<file path="src/rtl/sarp_pkg.sv">
package sarp_pkg;

    localparam int DATA_W    = 16;
    localparam int CFG_W     = 14;
    localparam int CH_W      = 3;
    localparam int FRAME_W   = DATA_W + CFG_W;
    localparam int FCNT_W    = $clog2(FRAME_W + 2);
    localparam int CFG_CNT_W = $clog2(CFG_W + 1);

    typedef struct packed {
        logic [CH_W-1:0]         chan;
        logic [CFG_W-CH_W-2:0]   spare;
        logic                    rb_en;
    } cfg_t;

    typedef enum logic [1:0] {
        TX_IDLE,
        TX_BUSY,
        TX_WAIT,
        TX_DRIVE
    } tx_state_e;

    typedef struct packed {
        logic [FRAME_W-1:0] bits;
        logic [FCNT_W-1:0]  len;
    } frame_t;

    function automatic logic [DATA_W-1:0] make_result(cfg_t c, logic [DATA_W-1:0] s);
        return {c.chan ^ s[DATA_W-1:DATA_W-CH_W], s[DATA_W-CH_W-1:0]};
    endfunction

    function automatic frame_t make_frame(cfg_t c, logic [DATA_W-1:0] r);
        frame_t f;
        f.bits = c.rb_en ? {r, c} : {r, {CFG_W{1'b0}}};
        f.len  = c.rb_en ? FCNT_W'(FRAME_W) : FCNT_W'(DATA_W);
        return f;
    endfunction

endpackage

</file>
<file path="src/rtl/sarp_conv_timer.sv">
module sarp_conv_timer #(
    parameter int CONV_CYCLES = 20
) (
    input  logic clk,
    input  logic rst,
    input  logic cnv,
    output logic start,
    output logic eoc
);
    localparam int CNT_W = $clog2(CONV_CYCLES + 1);

    logic             cnv_prev;
    logic             running;
    logic [CNT_W-1:0] remain;

    assign start = cnv && !cnv_prev && !running;
    assign eoc   = running && (remain == '0);

    always_ff @(posedge clk) begin
        if (rst) begin
            cnv_prev <= 1'b0;
            running  <= 1'b0;
            remain   <= '0;
        end else begin
            cnv_prev <= cnv;
            if (start) begin
                running <= 1'b1;
                remain  <= CNT_W'(CONV_CYCLES - 1);
            end else if (running) begin
                if (remain == '0) running <= 1'b0;
                else              remain  <= remain - CNT_W'(1);
            end
        end
    end
endmodule

</file>
<file path="src/rtl/sarp_cfg_rx.sv">
module sarp_cfg_rx
    import sarp_pkg::*;
(
    input  logic clk,
    input  logic rst,
    input  logic sck_rise,
    input  logic din,
    input  logic eoc,
    output cfg_t active
);
    logic [CFG_W-1:0]     shreg;
    logic [CFG_CNT_W-1:0] nbits;
    logic                 full;

    assign full = (nbits == CFG_CNT_W'(CFG_W));

    always_ff @(posedge clk) begin
        if (rst) begin
            shreg  <= '0;
            nbits  <= '0;
            active <= '0;
        end else if (eoc) begin
            if (full) active <= cfg_t'(shreg);
            nbits <= '0;
        end else if (sck_rise && !full) begin
            shreg <= {shreg[CFG_W-2:0], din};
            nbits <= nbits + CFG_CNT_W'(1);
        end
    end
endmodule

</file>
<file path="src/rtl/sarp_sdo_tx.sv">
module sarp_sdo_tx
    import sarp_pkg::*;
(
    input  logic      clk,
    input  logic      rst,
    input  logic      eoc,
    input  logic      cnv,
    input  logic      sck_fall,
    input  frame_t    frame_in,
    output logic      sdo,
    output logic      sdo_oe,
    output tx_state_e state
);
    logic [FRAME_W-1:0] shreg;
    logic [FCNT_W-1:0]  len;
    logic [FCNT_W-1:0]  falls;
    logic               oe_r;
    logic               bit_r;

    assign sdo    = bit_r;
    assign sdo_oe = oe_r;

    always_ff @(posedge clk) begin
        if (rst) begin
            state <= TX_IDLE;
            shreg <= '0;
            len   <= '0;
            falls <= '0;
            oe_r  <= 1'b0;
            bit_r <= 1'b0;
        end else if (eoc) begin
            shreg <= frame_in.bits;
            len   <= frame_in.len;
            falls <= '0;
            if (cnv) begin
                state <= TX_WAIT;
            end else if (!oe_r || bit_r) begin
                state <= TX_BUSY;
                oe_r  <= 1'b1;
                bit_r <= 1'b0;
            end else begin
                state <= TX_DRIVE;
                oe_r  <= 1'b1;
                bit_r <= frame_in.bits[FRAME_W-1];
            end
        end else begin
            case (state)
                TX_BUSY: begin
                    state <= TX_DRIVE;
                    bit_r <= shreg[FRAME_W-1];
                end
                TX_WAIT: begin
                    if (!cnv) begin
                        state <= TX_DRIVE;
                        oe_r  <= 1'b1;
                        bit_r <= shreg[FRAME_W-1];
                    end
                end
                TX_DRIVE: begin
                    if (sck_fall) begin
                        falls <= falls + FCNT_W'(1);
                        if (falls == len) begin
                            state <= TX_IDLE;
                            oe_r  <= 1'b0;
                            bit_r <= 1'b0;
                        end else if ((falls + FCNT_W'(1)) < len) begin
                            shreg <= shreg << 1;
                            bit_r <= shreg[FRAME_W-2];
                        end
                    end
                end
                default: ;
            endcase
        end
    end
endmodule

</file>
<file path="src/rtl/sar_serial_port.sv">
module sar_serial_port
    import sarp_pkg::*;
#(
    parameter int                CONV_CYCLES   = 20,
    parameter int                UNDEF_RESULTS = 3,
    parameter logic [DATA_W-1:0] UNDEF_WORD    = '0
) (
    input  logic              clk,
    input  logic              rst,
    input  logic              cnv,
    input  logic              sck,
    input  logic              din,
    input  logic [DATA_W-1:0] sample_data,
    output logic              sdo,
    output logic              sdo_oe
);
    localparam int UCNT_W = $clog2(UNDEF_RESULTS + 2);

    logic              sck_prev;
    logic              sck_rise;
    logic              sck_fall;
    logic              start;
    logic              eoc;
    cfg_t              active_cfg;
    cfg_t              conv_cfg;
    logic [DATA_W-1:0] sample_q;
    logic [UCNT_W-1:0] ndone;
    logic [DATA_W-1:0] result;
    frame_t            frame;
    tx_state_e         tx_state;

    assign sck_rise = sck && !sck_prev;
    assign sck_fall = !sck && sck_prev;

    sarp_conv_timer #(.CONV_CYCLES(CONV_CYCLES)) u_timer (
        .clk   (clk),
        .rst   (rst),
        .cnv   (cnv),
        .start (start),
        .eoc   (eoc)
    );

    sarp_cfg_rx u_cfg (
        .clk      (clk),
        .rst      (rst),
        .sck_rise (sck_rise),
        .din      (din),
        .eoc      (eoc),
        .active   (active_cfg)
    );

    always_ff @(posedge clk) begin
        if (rst) begin
            sck_prev <= 1'b0;
            conv_cfg <= '0;
            sample_q <= '0;
            ndone    <= '0;
        end else begin
            sck_prev <= sck;
            if (start) begin
                conv_cfg <= active_cfg;
                sample_q <= sample_data;
            end
            if (eoc && (ndone < UCNT_W'(UNDEF_RESULTS))) ndone <= ndone + UCNT_W'(1);
        end
    end

    always_comb begin
        result = (ndone < UCNT_W'(UNDEF_RESULTS)) ? UNDEF_WORD : make_result(conv_cfg, sample_q);
        frame  = make_frame(conv_cfg, result);
    end

    sarp_sdo_tx u_tx (
        .clk      (clk),
        .rst      (rst),
        .eoc      (eoc),
        .cnv      (cnv),
        .sck_fall (sck_fall),
        .frame_in (frame),
        .sdo      (sdo),
        .sdo_oe   (sdo_oe),
        .state    (tx_state)
    );
endmodule

</file>
<file path="config.mk">
export PLATFORM = sky130hd
export DESIGN_NAME = sar_serial_port
export DESIGN_NICKNAME = d
export VERILOG_FILES = /design/src/rtl/sarp_pkg.sv /design/src/rtl/sarp_conv_timer.sv /design/src/rtl/sarp_cfg_rx.sv /design/src/rtl/sarp_sdo_tx.sv /design/src/rtl/sar_serial_port.sv
export SDC_FILE = /design/constraint.sdc
export NUM_CORES = 1
export LEC_CHECK = 0
export BUFFER_PORTS_ARGS = -buffer_cell sky130_fd_sc_hd__buf_2
export CAP_MARGIN = 20
export CORE_MARGIN = 1.5
export CORE_UTILIZATION = 35
export DETAILED_ROUTE_END_ITERATION = 12
export GPL_ROUTABILITY_DRIVEN = 0
export PLACE_DENSITY_LB_ADDON = 0.3
export SLEW_MARGIN = 30
export SYNTH_ARGS = -nofsm -noshare
export SYNTH_HDL_FRONTEND = slang
export SYNTH_SLANG_ARGS = --single-unit
</file>
<file path="constraint.sdc">
create_clock -name clk -period 5.88 [get_ports clk]
set_clock_uncertainty 0.2 [all_clocks]
set_input_delay 0.882 -clock clk [delete_from_list [all_inputs] [get_ports clk]]
set_output_delay 0.882 -clock clk [all_outputs]
set_load 0.05 [all_outputs]
</file>
# Word level (Yosys, flattened, before mapping)
# Index checks and enable logic that the tools add are counted.
# W data, S select, Z words.
[totals] word_cells=109 out_inout_bits=2 regBits=117
[op_classes] addsub=4 mux=34 n_eq_ne=13 n_lt_le_gt_ge=2 n_reduce_logical=32 n_bitwise=3
[op_table] op="$mux W30" count=5
[op_table] op="$mux W16" count=1
[op_table] op="$mux W5" count=3
[op_table] op="$mux W1" count=14
[op_table] op="$mux W14" count=1
[op_table] op="$mux W2" count=6
[op_table] op="$reduce_and A2 Y1" count=5
[op_table] op="$ne A2 B2 Y1 const B" count=4
[op_table] op="$reduce_and A4 Y1" count=2
[op_table] op="$reduce_bool A2 Y1" count=4
[op_table] op="$logic_and A1 B1 Y1" count=7
[op_table] op="$logic_not A1 Y1" count=6
[op_table] op="$ne A3 B3 Y1 const B" count=2
[op_table] op="$pmux W2 S3" count=1
[op_table] op="$add A5 B1 Y5 const B" count=1
[op_table] op="$eq A5 B5 Y1" count=1
[op_table] op="$logic_not A5 Y1" count=1
[op_table] op="$lt A5 B5 Y1" count=1
[op_table] op="$reduce_and A5 Y1" count=1
[op_table] op="$sub A5 B1 Y5 const B" count=1
[op_table] op="$add A4 B1 Y4 const B" count=1
[op_table] op="$eq A2 B2 Y1 const B" count=2
[op_table] op="$eq A4 B4 Y1 const B" count=1
[op_table] op="$mux W4" count=1
[op_table] op="other kinds (14)" count=16

# Depth between registers and ports, before layout
[logic_depth] word_depth=7 depth_mapped=10 ltp_nobuf=9

# Modules after synthesis
# Synthesis repeated with hierarchy kept, for this count alone.
[hier_totals] cells_unflattened=604 area_unflattened_um2=5701.7
[by_module_without_submodules] mod="sarp_sdo_tx" cells_per_inst=279 area_each_um2=2583.7 seq_area_each_um2=880.8 n_inst=1
[by_module_without_submodules] mod="sar_serial_port" cells_per_inst=154 area_each_um2=1525.2 seq_area_each_um2=680.7 n_inst=1
[by_module_without_submodules] mod="sarp_cfg_rx" cells_per_inst=135 area_each_um2=1262.5 seq_area_each_um2=640.6 n_inst=1
[by_module_without_submodules] mod="sarp_conv_timer" cells_per_inst=36 area_each_um2=330.3 seq_area_each_um2=140.1 n_inst=1

# Least setup slack after synthesis
# Ideal clock, no wire load.
[synth_path] path_type="register to register" start="reg u_tx.falls[0]" end="reg u_tx.shreg[29]" path_stages_with_launch=10 setup_slack_ns=3.407 setup_time_ns=0.079 n_path_buf=1 arrival_ns=2.193 period_less_slack_ns=2.473 path_cell_list="dfxtp_1 > ha_1 > nand3_1 > xnor2_1 > ha_1 > a2111oi_0 > o211ai_2 > buf_6 > mux2i_1 > a211oi_2"
[synth_between] elab_chain_len=4 elab_cells_between_ends=6 classes_between="add/sub (1); order compare (1); eq/ne (2); reduce/logical (2)"
[synth_rtl] element="start, declared" line_no="sarp_sdo_tx.sv:16" source="logic [FCNT_W-1:0] falls;"
[synth_rtl] element="start signal, assigned" line_no="sarp_sdo_tx.sv:61" source="falls <= falls + FCNT_W'(1);"
[synth_rtl] element="$add A5 B1 Y5" line_no="sarp_sdo_tx.sv:66" source="end else if ((falls + FCNT_W'(1)) < len) begin"
[synth_rtl] element="$lt A5 B5 Y1" line_no="sarp_sdo_tx.sv:66"
[synth_rtl] element="$reduce_bool A2 Y1 (no source line)"
[synth_rtl] element="$reduce_and A4 Y1 (no source line) (*)"
[synth_rtl] element="end signal, assigned" line_no="sarp_sdo_tx.sv:32" source="shreg <= frame_in.bits;"
[synth_rtl] element="end signal, assigned" line_no="sarp_sdo_tx.sv:67" source="shreg <= shreg << 1;"
[synth_rtl] element="end, declared" line_no="sarp_sdo_tx.sv:14" source="logic [FRAME_W-1:0] shreg;"
# Mark *: on every way between the ends. The rest lies on a longest branch, timed or not.
# A chain may end at the register's enable or synchronous reset.

# Worst setup path in the final report
# Ends and elaborated chain as after synthesis.

==> out/metrics.csv <==
metric,value,unit
cts_hold_buf,0,
setup_slack,2.844,ns
via_per_inst,4.722,
power_per_cell_area,371.3,nW/um^2
synthFlopType,dfxtp_1,
worstSkewPairLatency,0.40,ns
synth_cell_types,41,
place_hpwl,5.608,mm
cpMaxStageDelayCell,a2111oi_0,
gr-usage-met1,0.1656,
end_kind,flop,
slew_headroom,0.3482,
slowest_delay,0.80,ns
place_ws,2.899,ns
internal-power,1.590,mW
ys_ff_latch,114,
syn_nets,573,
cts_tree,yes,
syn_area,4578,sq um
synthTopCellsByArea,"dfxtp_1 (50%), nand2_1 (13%), a21oi_1 (7.9%)",
grt_pass1_vias,3461,
grtUsageTotal,0.1396,
cellLeakagePower,2.133,nW
synth_edf_count,0,
regToRegStartpoint,u_tx.falls[0]$_SDFFE_PP0P_,
synth_area_per_cell,8.431,sq um
htreeDepth,4,
coreArea,12670,sq um
cp-endpoint,u_tx.shreg[29]$_SDFFE_PP0P_,
die-area,13780,sq um
crit_buf_inv,1,
seq_area_frac_synth,0.4985,
cts.reportedPaths.clkPinSlew,0.05,ns
worstMarginPinSlew,0.9531,ns
area_delta_synth_final,18.83,%
vias,3494,
p_sw,430.2,uW
cts_root_buf,clkbuf_16,
die_w,117.4,um
hold_ws,0.2533,ns
layout_common_cells,"nand2_1 (153), dfxtp_1 (114), a21oi_1 (72)",
first_pass_iters,4,
grtUsageMet3,0.05204,
synth_warnings,0,
grt_overflow,0,
wl_per_cell,11.89,um
post-synth-top-area-cell,dfxtp_1,
p_clk_frac,0.543,
cts.repair.resized,0,
reg2reg_depth,9,
cp_top_family,compound AO/OA/AOI/OAI gates,
status,completed,
cp_cell_sequence,"ha_1, nand3_1, xnor2_1, ha_1, a2111oi_0, o211ai_4, buf_4, mux2i_1, a211oi_2",
met2_usage,0.2320,
worst-path-stages,9,
setup_tns,0,ns
nNetsFinal,586,
fmax,329.4,MHz
cp.arrival,3.16,ns
async_flop_share,0,
grt_pass1_wl,15.78,mm
post-route-period-util,0.5164,
required,6.01,ns
die_h,117.4,um
setup_viol,0,
fp-row-count,41,
grt.busiest_layer,met2,
antennaDiodeCount,0,
ir_worst_vdd,0.0002186,V
crit_fanout,30,
critPathLaunchType,flop,
final_common_cell,nand2_1,
seqPwrFrac,0.401,
maxCapViolations,0,
clock_path_buffers,2,
drc,0,
startpoint,u_tx.falls[0]$_SDFFE_PP0P_,
hold_viol_final,0,
cp_common_cell,ha_1,
ios,23,
first_iter_violations,183,
comb_power_share,0.056,
hold_path.class,reg2reg,
path_class,reg2reg,
rr_endpoint,u_tx.shreg[29]$_SDFFE_PP0P_,
drive_above_1_share,0.1092,
cts_setup_buffers,0,
slew_viol_final,0,
clock-sinks,114,
ant_nets,0,
rsz0062_at_grt,false,
grt_max_degree,44,
cts_made_buffers,17,
layout_min_cycle_time,3.036,ns
wl,8.801,mm
synth_cells,543,
synth_top_area_frac,0.4985,
reg2reg_slack,2.84,ns
io_buffers,22,
swShare,0.2130,
start_util,0.3613,
antenna_found_initial,0,
## power groups by stage
stage | Combinational [mW] | Sequential (mW) | Clock [mW]
floorplan | 0.0835 | 0.825 | 0
global placement | 0.110 | 0.825 | 0
detailed placement | 0.114 | 0.826 | 0
CTS | 0.115 | 0.810 | 1.12
global route | 0.129 | 0.813 | 1.16
finish | 0.113 | 0.811 | 1.10
## synthesized netlist by cell type, types with 5 or more instances
cell,instances
nand2_1,154
dfxtp_1,114
a21oi_1,72
mux2i_1,30
o21ai_0,29
clkbuf_1,27
nor2_1,22
xor2_1,11
ha_1,9
nand3_1,9
nor3_1,7
xnor2_1,6
a211oi_1,5
inv_1,5
nand2b_1,5
nor2b_1,5
## cells by family (layout without fill, tap and decap cells)
logic type	Yosys count	count (layout)	share of synthesized area
AOI/OAI and AO/OA	118	118	0.1408
xor gates and xnor gates	17	17	0.03252
adders and majority gates	9	9	0.02460
buffers and inverters	38	63	0.03553
DFF	114	114	0.4985
muxes	31	31	0.06805
and+or+nand+nor	216	216	0.2001
## how the worst min path moves through the flow
stage,startpoint,end,cells past startpoint
2_1_floorplan,conv_cfg[10]$_SDFFE_PP0P_,u_tx.shreg[10]$_SDFFE_PP0P_,2
3_3_place_gp,sample_q[1]$_SDFFE_PP0P_,u_tx.shreg[15]$_SDFFE_PP0P_,2
3_5_place_dp,conv_cfg[9]$_SDFFE_PP0P_,u_tx.shreg[9]$_SDFFE_PP0P_,2
4_1_cts,conv_cfg[9]$_SDFFE_PP0P_,u_tx.shreg[9]$_SDFFE_PP0P_,2
5_1_grt,conv_cfg[5]$_SDFFE_PP0P_,u_tx.shreg[5]$_SDFFE_PP0P_,2
6_report,u_cfg.active[3]$_SDFFE_PP0P_,conv_cfg[3]$_SDFFE_PP0P_,2
## layer usage
| layer | vias to the layer above | wire [um] |
|---|---|---|
| met5 | - | 0 |
| met4 | 0 | 92 |
| met3 | 8 | 313 |
| met2 | 55 | 4089 |
| met1 | 1585 | 4306 |
| li1 | 1846 | - |
## layout make-up
type,count,area [sq um]
fillers,1308,7231
clock buffers,20,446.7
clock inverters,11,185.2
well taps,172,215.2
inverters,5,18.77
multi-input cells,391,2145
repair buffers,27,147.6
flip-flops and latches,114,2282
## worst register-to-register path, stage by stage (launching register included)
cell	delay, ns
dfxtp_1	0.41
ha_1	0.23
nand3_1	0.12
xnor2_1	0.15
ha_1	0.20
a2111oi_0	0.80
o211ai_4	0.13
buf_4	0.31
mux2i_1	0.20
a211oi_2	0.21
## stage by stage
step / std cells / total power, mW / cell area, sq um / util
after floorplan: 543 / 0.9082 / 4578 / -
after global placement: 709 / 0.9350 / 4806 / 0.3793
after detailed placement: 709 / 0.9400 / 4808 / 0.3795
after CTS: 740 / 2.041 / 5440 / 0.4293
after global routing: 740 / 2.100 / 5440 / 0.4293
final: 740 / 2.020 / 5440 / 0.4293
## registers in the layout, summed over array words and instances, names as in the netlist
signal and count:
u_timer.remain 5, u_tx.shreg 30, sample_q 16, sck_prev 1
conv_cfg 14, u_timer.cnv_prev 1, u_cfg.active 14, u_tx.sdo_oe 1
u_tx.falls 5, u_tx.sdo 1, u_tx.len 2, u_timer.running 1
ndone 3, u_tx.state 2, u_cfg.nbits 4, u_cfg.shreg 14
Note: power is estimated with default switching activity, not from simulation.
